$ cat config.mk
export PLATFORM = sky130hd
export DESIGN_NAME = dag_top
export DESIGN_NICKNAME = d
export VERILOG_FILES = /design/src/rtl/dag_pkg.sv /design/src/rtl/dag_page_reg.sv /design/src/rtl/dag_ptr_reg.sv /design/src/rtl/dag_post_mod.sv /design/src/rtl/dag_ar_file.sv /design/src/rtl/dag_top.sv
export SDC_FILE = /design/constraint.sdc
export NUM_CORES = 1
export LEC_CHECK = 0
export CAP_MARGIN = 25
export CORE_ASPECT_RATIO = 1.75
export CORE_MARGIN = 5
export CORE_UTILIZATION = 50
export CTS_BUF_LIST = sky130_fd_sc_hd__clkbuf_16
export CTS_CLUSTER_SIZE = 14
export DETAILED_ROUTE_END_ITERATION = 7
export PLACE_DENSITY = 0.73
export SLEW_MARGIN = 20
export SYNTH_ARGS = -nofsm -noshare
export SYNTH_HDL_FRONTEND = slang
export SYNTH_HIERARCHICAL = 1
export SYNTH_SLANG_ARGS = --single-unit
$ cat constraint.sdc
create_clock -name clk -period 5.4 [get_ports clk]
set_input_delay 1.35 -clock clk [delete_from_list [all_inputs] [get_ports clk]]
set_output_delay 1.35 -clock clk [all_outputs]
set_load 0.01 [all_outputs]
$ cat src/rtl/dag_pkg.sv
package dag_pkg;
  typedef enum logic [2:0] {
    MOD_NONE = 3'd0,
    MOD_INC  = 3'd1,
    MOD_DEC  = 3'd2,
    MOD_IADD = 3'd3,
    MOD_ISUB = 3'd4,
    MOD_RADD = 3'd5,
    MOD_RSUB = 3'd6,
    MOD_HOLD = 3'd7
  } mod_op_e;
endpackage

$ cat src/rtl/dag_page_reg.sv
module dag_page_reg #(
  parameter int PW = 9
) (
  input  logic          clk,
  input  logic          rst_n,
  input  logic          ld,
  input  logic [PW-1:0] val,
  output logic [PW-1:0] q
);
  always_ff @(posedge clk or negedge rst_n) begin
    if (!rst_n) q <= '0;
    else if (ld) q <= val;
  end
endmodule

$ cat src/rtl/dag_ptr_reg.sv
module dag_ptr_reg #(
  parameter int PTRW = 3
) (
  input  logic            clk,
  input  logic            rst_n,
  input  logic            imm_ld,
  input  logic [PTRW-1:0] imm_val,
  input  logic            upd,
  input  logic [PTRW-1:0] upd_val,
  output logic [PTRW-1:0] q
);
  // The immediate load outranks the pointer named by an access.
  always_ff @(posedge clk or negedge rst_n) begin
    if (!rst_n) q <= '0;
    else if (imm_ld) q <= imm_val;
    else if (upd) q <= upd_val;
  end
endmodule

$ cat src/rtl/dag_post_mod.sv
module dag_post_mod
  import dag_pkg::*;
#(
  parameter int AW = 16
) (
  input  logic [AW-1:0] cur,
  input  logic [AW-1:0] idx,
  input  mod_op_e       op,
  output logic [AW-1:0] nxt
);
  logic [AW-1:0] cur_m, idx_m, sum_m, dif_m, sum_b, dif_b;

  // Mirror the operands, use an ordinary adder, then mirror back.
  for (genvar b = 0; b < AW; b++) begin : g_mirror
    assign cur_m[b] = cur[AW-1-b];
    assign idx_m[b] = idx[AW-1-b];
    assign sum_b[b] = sum_m[AW-1-b];
    assign dif_b[b] = dif_m[AW-1-b];
  end

  assign sum_m = cur_m + idx_m;
  assign dif_m = cur_m - idx_m;

  always_comb begin
    case (op)
      MOD_INC:  nxt = cur + AW'(1);
      MOD_DEC:  nxt = cur - AW'(1);
      MOD_IADD: nxt = cur + idx;
      MOD_ISUB: nxt = cur - idx;
      MOD_RADD: nxt = sum_b;
      MOD_RSUB: nxt = dif_b;
      default:  nxt = cur;
    endcase
  end
endmodule

$ cat src/rtl/dag_ar_file.sv
module dag_ar_file #(
  parameter int AW   = 16,
  parameter int NAR  = 8,
  parameter int PTRW = $clog2(NAR)
) (
  input  logic            clk,
  input  logic            rst_n,
  input  logic            ld_en,
  input  logic [PTRW-1:0] ld_sel,
  input  logic [AW-1:0]   ld_val,
  input  logic            mod_en,
  input  logic [PTRW-1:0] mod_sel,
  input  logic [AW-1:0]   mod_val,
  input  logic [PTRW-1:0] sel_a,
  output logic [AW-1:0]   val_a,
  input  logic [PTRW-1:0] sel_b,
  output logic [AW-1:0]   val_b,
  output logic [AW-1:0]   idx
);
  logic [AW-1:0] regs [NAR];

  always_ff @(posedge clk or negedge rst_n) begin
    if (!rst_n) begin
      for (int i = 0; i < NAR; i++) regs[i] <= '0;
    end else begin
      for (int i = 0; i < NAR; i++) begin
        if (ld_en && ld_sel == PTRW'(i)) regs[i] <= ld_val;
        else if (mod_en && mod_sel == PTRW'(i)) regs[i] <= mod_val;
      end
    end
  end

  assign val_a = regs[sel_a];
  assign val_b = regs[sel_b];
  assign idx   = regs[0];
endmodule

$ cat src/rtl/dag_top.sv
module dag_top
  import dag_pkg::*;
#(
  parameter int AW  = 16,
  parameter int PW  = 9,
  parameter int NAR = 8,
  localparam int OW   = AW - PW,
  localparam int PTRW = $clog2(NAR)
) (
  input  logic            clk,
  input  logic            rst_n,
  input  logic            page_ld,
  input  logic [PW-1:0]   page_val,
  input  logic            ptr_ld,
  input  logic [PTRW-1:0] ptr_val,
  input  logic            acc_en,
  input  logic            acc_indirect,
  input  logic [OW-1:0]   offset,
  input  logic [2:0]      mod_op,
  input  logic            nxt_ptr_en,
  input  logic [PTRW-1:0] nxt_ptr,
  input  logic            ar_ld,
  input  logic [PTRW-1:0] ar_ld_sel,
  input  logic [AW-1:0]   ar_ld_val,
  input  logic [PTRW-1:0] ar_rd_sel,
  output logic [AW-1:0]   ar_rd_val,
  output logic [AW-1:0]   addr,
  output logic [PTRW-1:0] cur_ptr,
  output logic [PW-1:0]   page
);
  logic          ind_acc;
  logic [AW-1:0] cur_ar, idx_ar, mod_res;

  assign ind_acc = acc_en && acc_indirect;

  dag_page_reg #(.PW(PW)) u_page (
    .clk(clk), .rst_n(rst_n), .ld(page_ld), .val(page_val), .q(page)
  );

  dag_ptr_reg #(.PTRW(PTRW)) u_ptr (
    .clk(clk), .rst_n(rst_n), .imm_ld(ptr_ld), .imm_val(ptr_val),
    .upd(ind_acc && nxt_ptr_en), .upd_val(nxt_ptr), .q(cur_ptr)
  );

  dag_ar_file #(.AW(AW), .NAR(NAR), .PTRW(PTRW)) u_ars (
    .clk(clk), .rst_n(rst_n),
    .ld_en(ar_ld), .ld_sel(ar_ld_sel), .ld_val(ar_ld_val),
    .mod_en(ind_acc), .mod_sel(cur_ptr), .mod_val(mod_res),
    .sel_a(cur_ptr), .val_a(cur_ar),
    .sel_b(ar_rd_sel), .val_b(ar_rd_val),
    .idx(idx_ar)
  );

  dag_post_mod #(.AW(AW)) u_mod (
    .cur(cur_ar), .idx(idx_ar), .op(mod_op_e'(mod_op)), .nxt(mod_res)
  );

  assign addr = acc_indirect ? cur_ar : {page, offset};
endmodule

==> insert_results.sql <==
INSERT INTO impl_metrics (metric_group, metric, value, unit) VALUES
('timing', 'layout_min_cycle_time', '5.00', 'ns'),
('outcome', 'run_status', 'completed', ''),
('timing', 'finalClockSkew', '0.0132', 'ns'),
('floorplanning', 'core_area', '24500', 'um2'),
('yosys', 'post_synth_most_frequent_cells', '140 x sky130_fd_sc_hd__dfrtp_1, 135 x sky130_fd_sc_hd__mux2i_1, 110 x sky130_fd_sc_hd__nor2_1', ''),
('global_route', 'largest_net_degree_at_the_start_of_global_routing', '77', ''),
('finish', 'post_route_cells_drive_above_1_share', '13.4', '%'),
('critical_path', 'critical_path.startpoint', 'u_ptr/q[0]', ''),
('timing', 'final_max_slew_viol_count', '0', ''),
('yosys', 'synth_async_sr_flop_share', '100', '%'),
('detailed_routing', 'wl', '38600', 'um'),
('yosys', 'synth_enable_flop_cells', '0', ''),
('timing', 'grt_setup_unrepaired', 'no', ''),
('finish', 'insertedDiodeCount', '0', ''),
('timing', 'fin_crit_sh', '92.6', '%'),
('cts', 'htreeDepth', '4', ''),
('critical_path', 'path_class', 'reg2reg', ''),
('yosys', 'synth_nets', '1365', ''),
('critical_path', 'cp_data_arrival_time', '5.34', 'ns'),
('power', 'power_density', '600', 'nW/um2'),
('placement', 'gp_congestion', '0.947', ''),
('timing', 'max-slew-margin-rel', '42.9', '%'),
('detailed_routing', 'drt_pre_antenna_iters', '6', ''),
('yosys', 'synth_top_family_by_area', 'multiplexers', ''),
('yosys', 'synth-xor-area-share', '2.55', '%'),
('yosys', 'yosys.area_share.adder', '5.39', '%'),
('cts', 'postCtsSetupBuffers', '0', ''),
('critical_path', 'worst-r2r-cell-count', '16', ''),
('cts', 'path_clk_slew', '0.06', 'ns'),
('cts', 'cts_inserted_buffers', '17', ''),
('floorplanning', 'floorplan.io_pins', '99', ''),
('finish', 'fillCellCount', '2147', ''),
('floorplanning', 'floorplan.die.height', '218', 'um'),
('yosys', 'synth.area.mux_share', '30.7', '%'),
('detailed_routing', 'drt_first_iter_violations', '990', ''),
('detailed_routing', 'drt_drc_violations_left', '0', ''),
('cts', 'post_cts_hold_buffer_count', '0', ''),
('critical_path', 'worst-r2r-setup-slack', '0.40', 'ns'),
('yosys', 'post-synth-top-area-cell', 'sky130_fd_sc_hd__dfrtp_1', ''),
('placement', 'place.detailed.hpwl', '27000', 'um'),
('cts', 'number_of_buffers_on_the_longest_clock_path', '2', ''),
('cts', 'postCtsResizedCells', '0', ''),
('critical_path', 'timing.critical_path.fanout_max', '26', ''),
('cts', 'clock_latency', '0.44', 'ns'),
('yosys', 'yosysMostFrequentCell', 'sky130_fd_sc_hd__dfrtp_1', ''),
('timing', 'setup-tns-final', '0', 'ns'),
('critical_path', 'regToRegStartpoint', 'u_ptr/q[0]', ''),
('critical_path', 'worst_setup_path_endpoint', 'u_ars/regs[96]', ''),
('timing', 'number_of_failing_hold_endpoints_at_the_final_stage', '0', ''),
('global_route', 'grt_overflow_total', '0', ''),
('global_route', 'number_of_antenna_violations_at_the_first_check_in_global_routing', '0', ''),
('yosys', 'yosysSeqAreaShare', '28.4', '%'),
('detailed_routing', 'ant_nets', '0', ''),
('yosys', 'synth_top_flop_cell', 'sky130_fd_sc_hd__dfrtp_1', ''),
('floorplanning', 'num_rows', '76', ''),
('finish', 'syn_to_final_growth', '13.5', '%'),
('yosys', 'post_synth_design_cell_area', '12300', 'um2'),
('yosys', 'yosysUniqueCellTypes', '79', ''),
('power', 'vdd_drop_max', '0.277', 'mV'),
('power', 'p_total', '8.41', 'mW'),
('critical_path', 'critical_path_end_type', 'flip-flop', ''),
('global_route', 'grt_usage', '27.4', '%'),
('cts', 'cts_tree', 'done', ''),
('timing', 'report.final.setup_viol', '0', ''),
('floorplanning', 'initial_utilization', '50.3', '%'),
('placement', 'port-buffer-count', '98', ''),
('detailed_routing', 'wl_per_cell', '23.9', 'um'),
('critical_path', 'start_kind', 'flip-flop', ''),
('critical_path', 'crit-reg2reg-capture', 'u_ars/regs[96]', ''),
('global_route', 'global_route_wire_length_before_repair', '59400', 'um'),
('timing', 'max_slew.worst_pin.slew', '0.853', 'ns');
layer usage:
metal | vias to the layer above | wire length (um) | track usage [%]
li1 | 4691 | - | -
met1 | 5202 | 14400 | 31.7
met2 | 507 | 19900 | 47.9
met3 | 146 | 2040 | 3.65
met4 | 0 | 2270 | 15.9
met5 | - | 0 | 0
cell type report:
class	instances	area [um2]	area share (%)
multi-input combinational	957	8000	57.1
timing repair buffer	144	1390	9.91
clock buffer	17	425	3.04
inverter	34	128	0.911
sequential	140	3510	25.0
clock inverter	15	171	1.22
tap	312	390	2.79
through the flow:
step / hold slack [ns] / instances / setup slack, ns / cell area, um2 / util (%)
global placement: 0.518 / 1585 / 0.0423 / 13400 / 54.4
floorplan: 0.521 / 1261 / 0.726 / 12300 / -
finish: 0.545 / 1619 / 0.399 / 14000 / 57.1
detailed placement: 0.528 / 1586 / -0.115 / 13400 / 54.5
global route: 0.565 / 1619 / 0.109 / 14000 / 57.1
CTS: 0.548 / 1618 / 0.150 / 14000 / 56.9
where the power goes:
| part | switching (mW) | internal [mW] |
|---|---|---|
| combinational | 2.91 | 2.37 |
| clock | 0.472 | 0.723 |
| sequential | 0.436 | 1.50 |
| total | 3.82 | 4.59 |
worst max-delay path: stages, from the launching register on:
cell                       delay, ns
sky130_fd_sc_hd__dfrtp_4        0.76
sky130_fd_sc_hd__buf_4          0.33
sky130_fd_sc_hd__mux4_1         0.59
sky130_fd_sc_hd__mux2_2         0.36
sky130_fd_sc_hd__ha_1           0.53
sky130_fd_sc_hd__inv_1          0.21
sky130_fd_sc_hd__a21oi_1        0.25
sky130_fd_sc_hd__a31oi_1        0.11
sky130_fd_sc_hd__a211oi_1       0.41
sky130_fd_sc_hd__buf_4          0.20
sky130_fd_sc_hd__o21ai_0        0.06
sky130_fd_sc_hd__nor3b_1        0.16
sky130_fd_sc_hd__a21boi_1       0.14
sky130_fd_sc_hd__a221oi_1       0.23
sky130_fd_sc_hd__buf_4          0.22
sky130_fd_sc_hd__mux2i_1        0.10
sky130_fd_sc_hd__o21ai_0        0.23
layout by cell type, fill, tap and decap left out, drive strengths merged, types with 36 or more instances in the layout:
cell and instances:
o21ai 124, a21oi 105, inv 36, clkdlybuf4s50 96
mux2i 135, ha 46, mux2 60, mux4 66
nand2 105, buf 48, dfrtp 140, nor2 110
sequential cells by signal, summed over array words and instances (netlist names):
name,count
u_ptr/q,3
u_ars/idx,16
u_ars/regs,112
u_page/q,9
kinds of logic after synthesis:
logic type | count (synthesis)
flops | 140
buf+inv | 164
mux | 261
fa+ha+maj | 52
compound gates | 309
simple gates | 299
xor+xnor | 36
worst min path at each step:
stage,from,endpoint,slack [ns],cells past startpoint
floorplan,u_ars/regs[107],u_ars/regs[107],0.52,2
global placement,u_page/q[5],u_page/q[5],0.52,1
detailed placement,u_page/q[5],u_page/q[5],0.53,1
CTS,u_page/q[0],u_page/q[0],0.55,1
global route,u_page/q[0],u_page/q[0],0.56,1
finish,u_page/q[4],u_page/q[4],0.54,1
(Power assumes the default switching activity.)
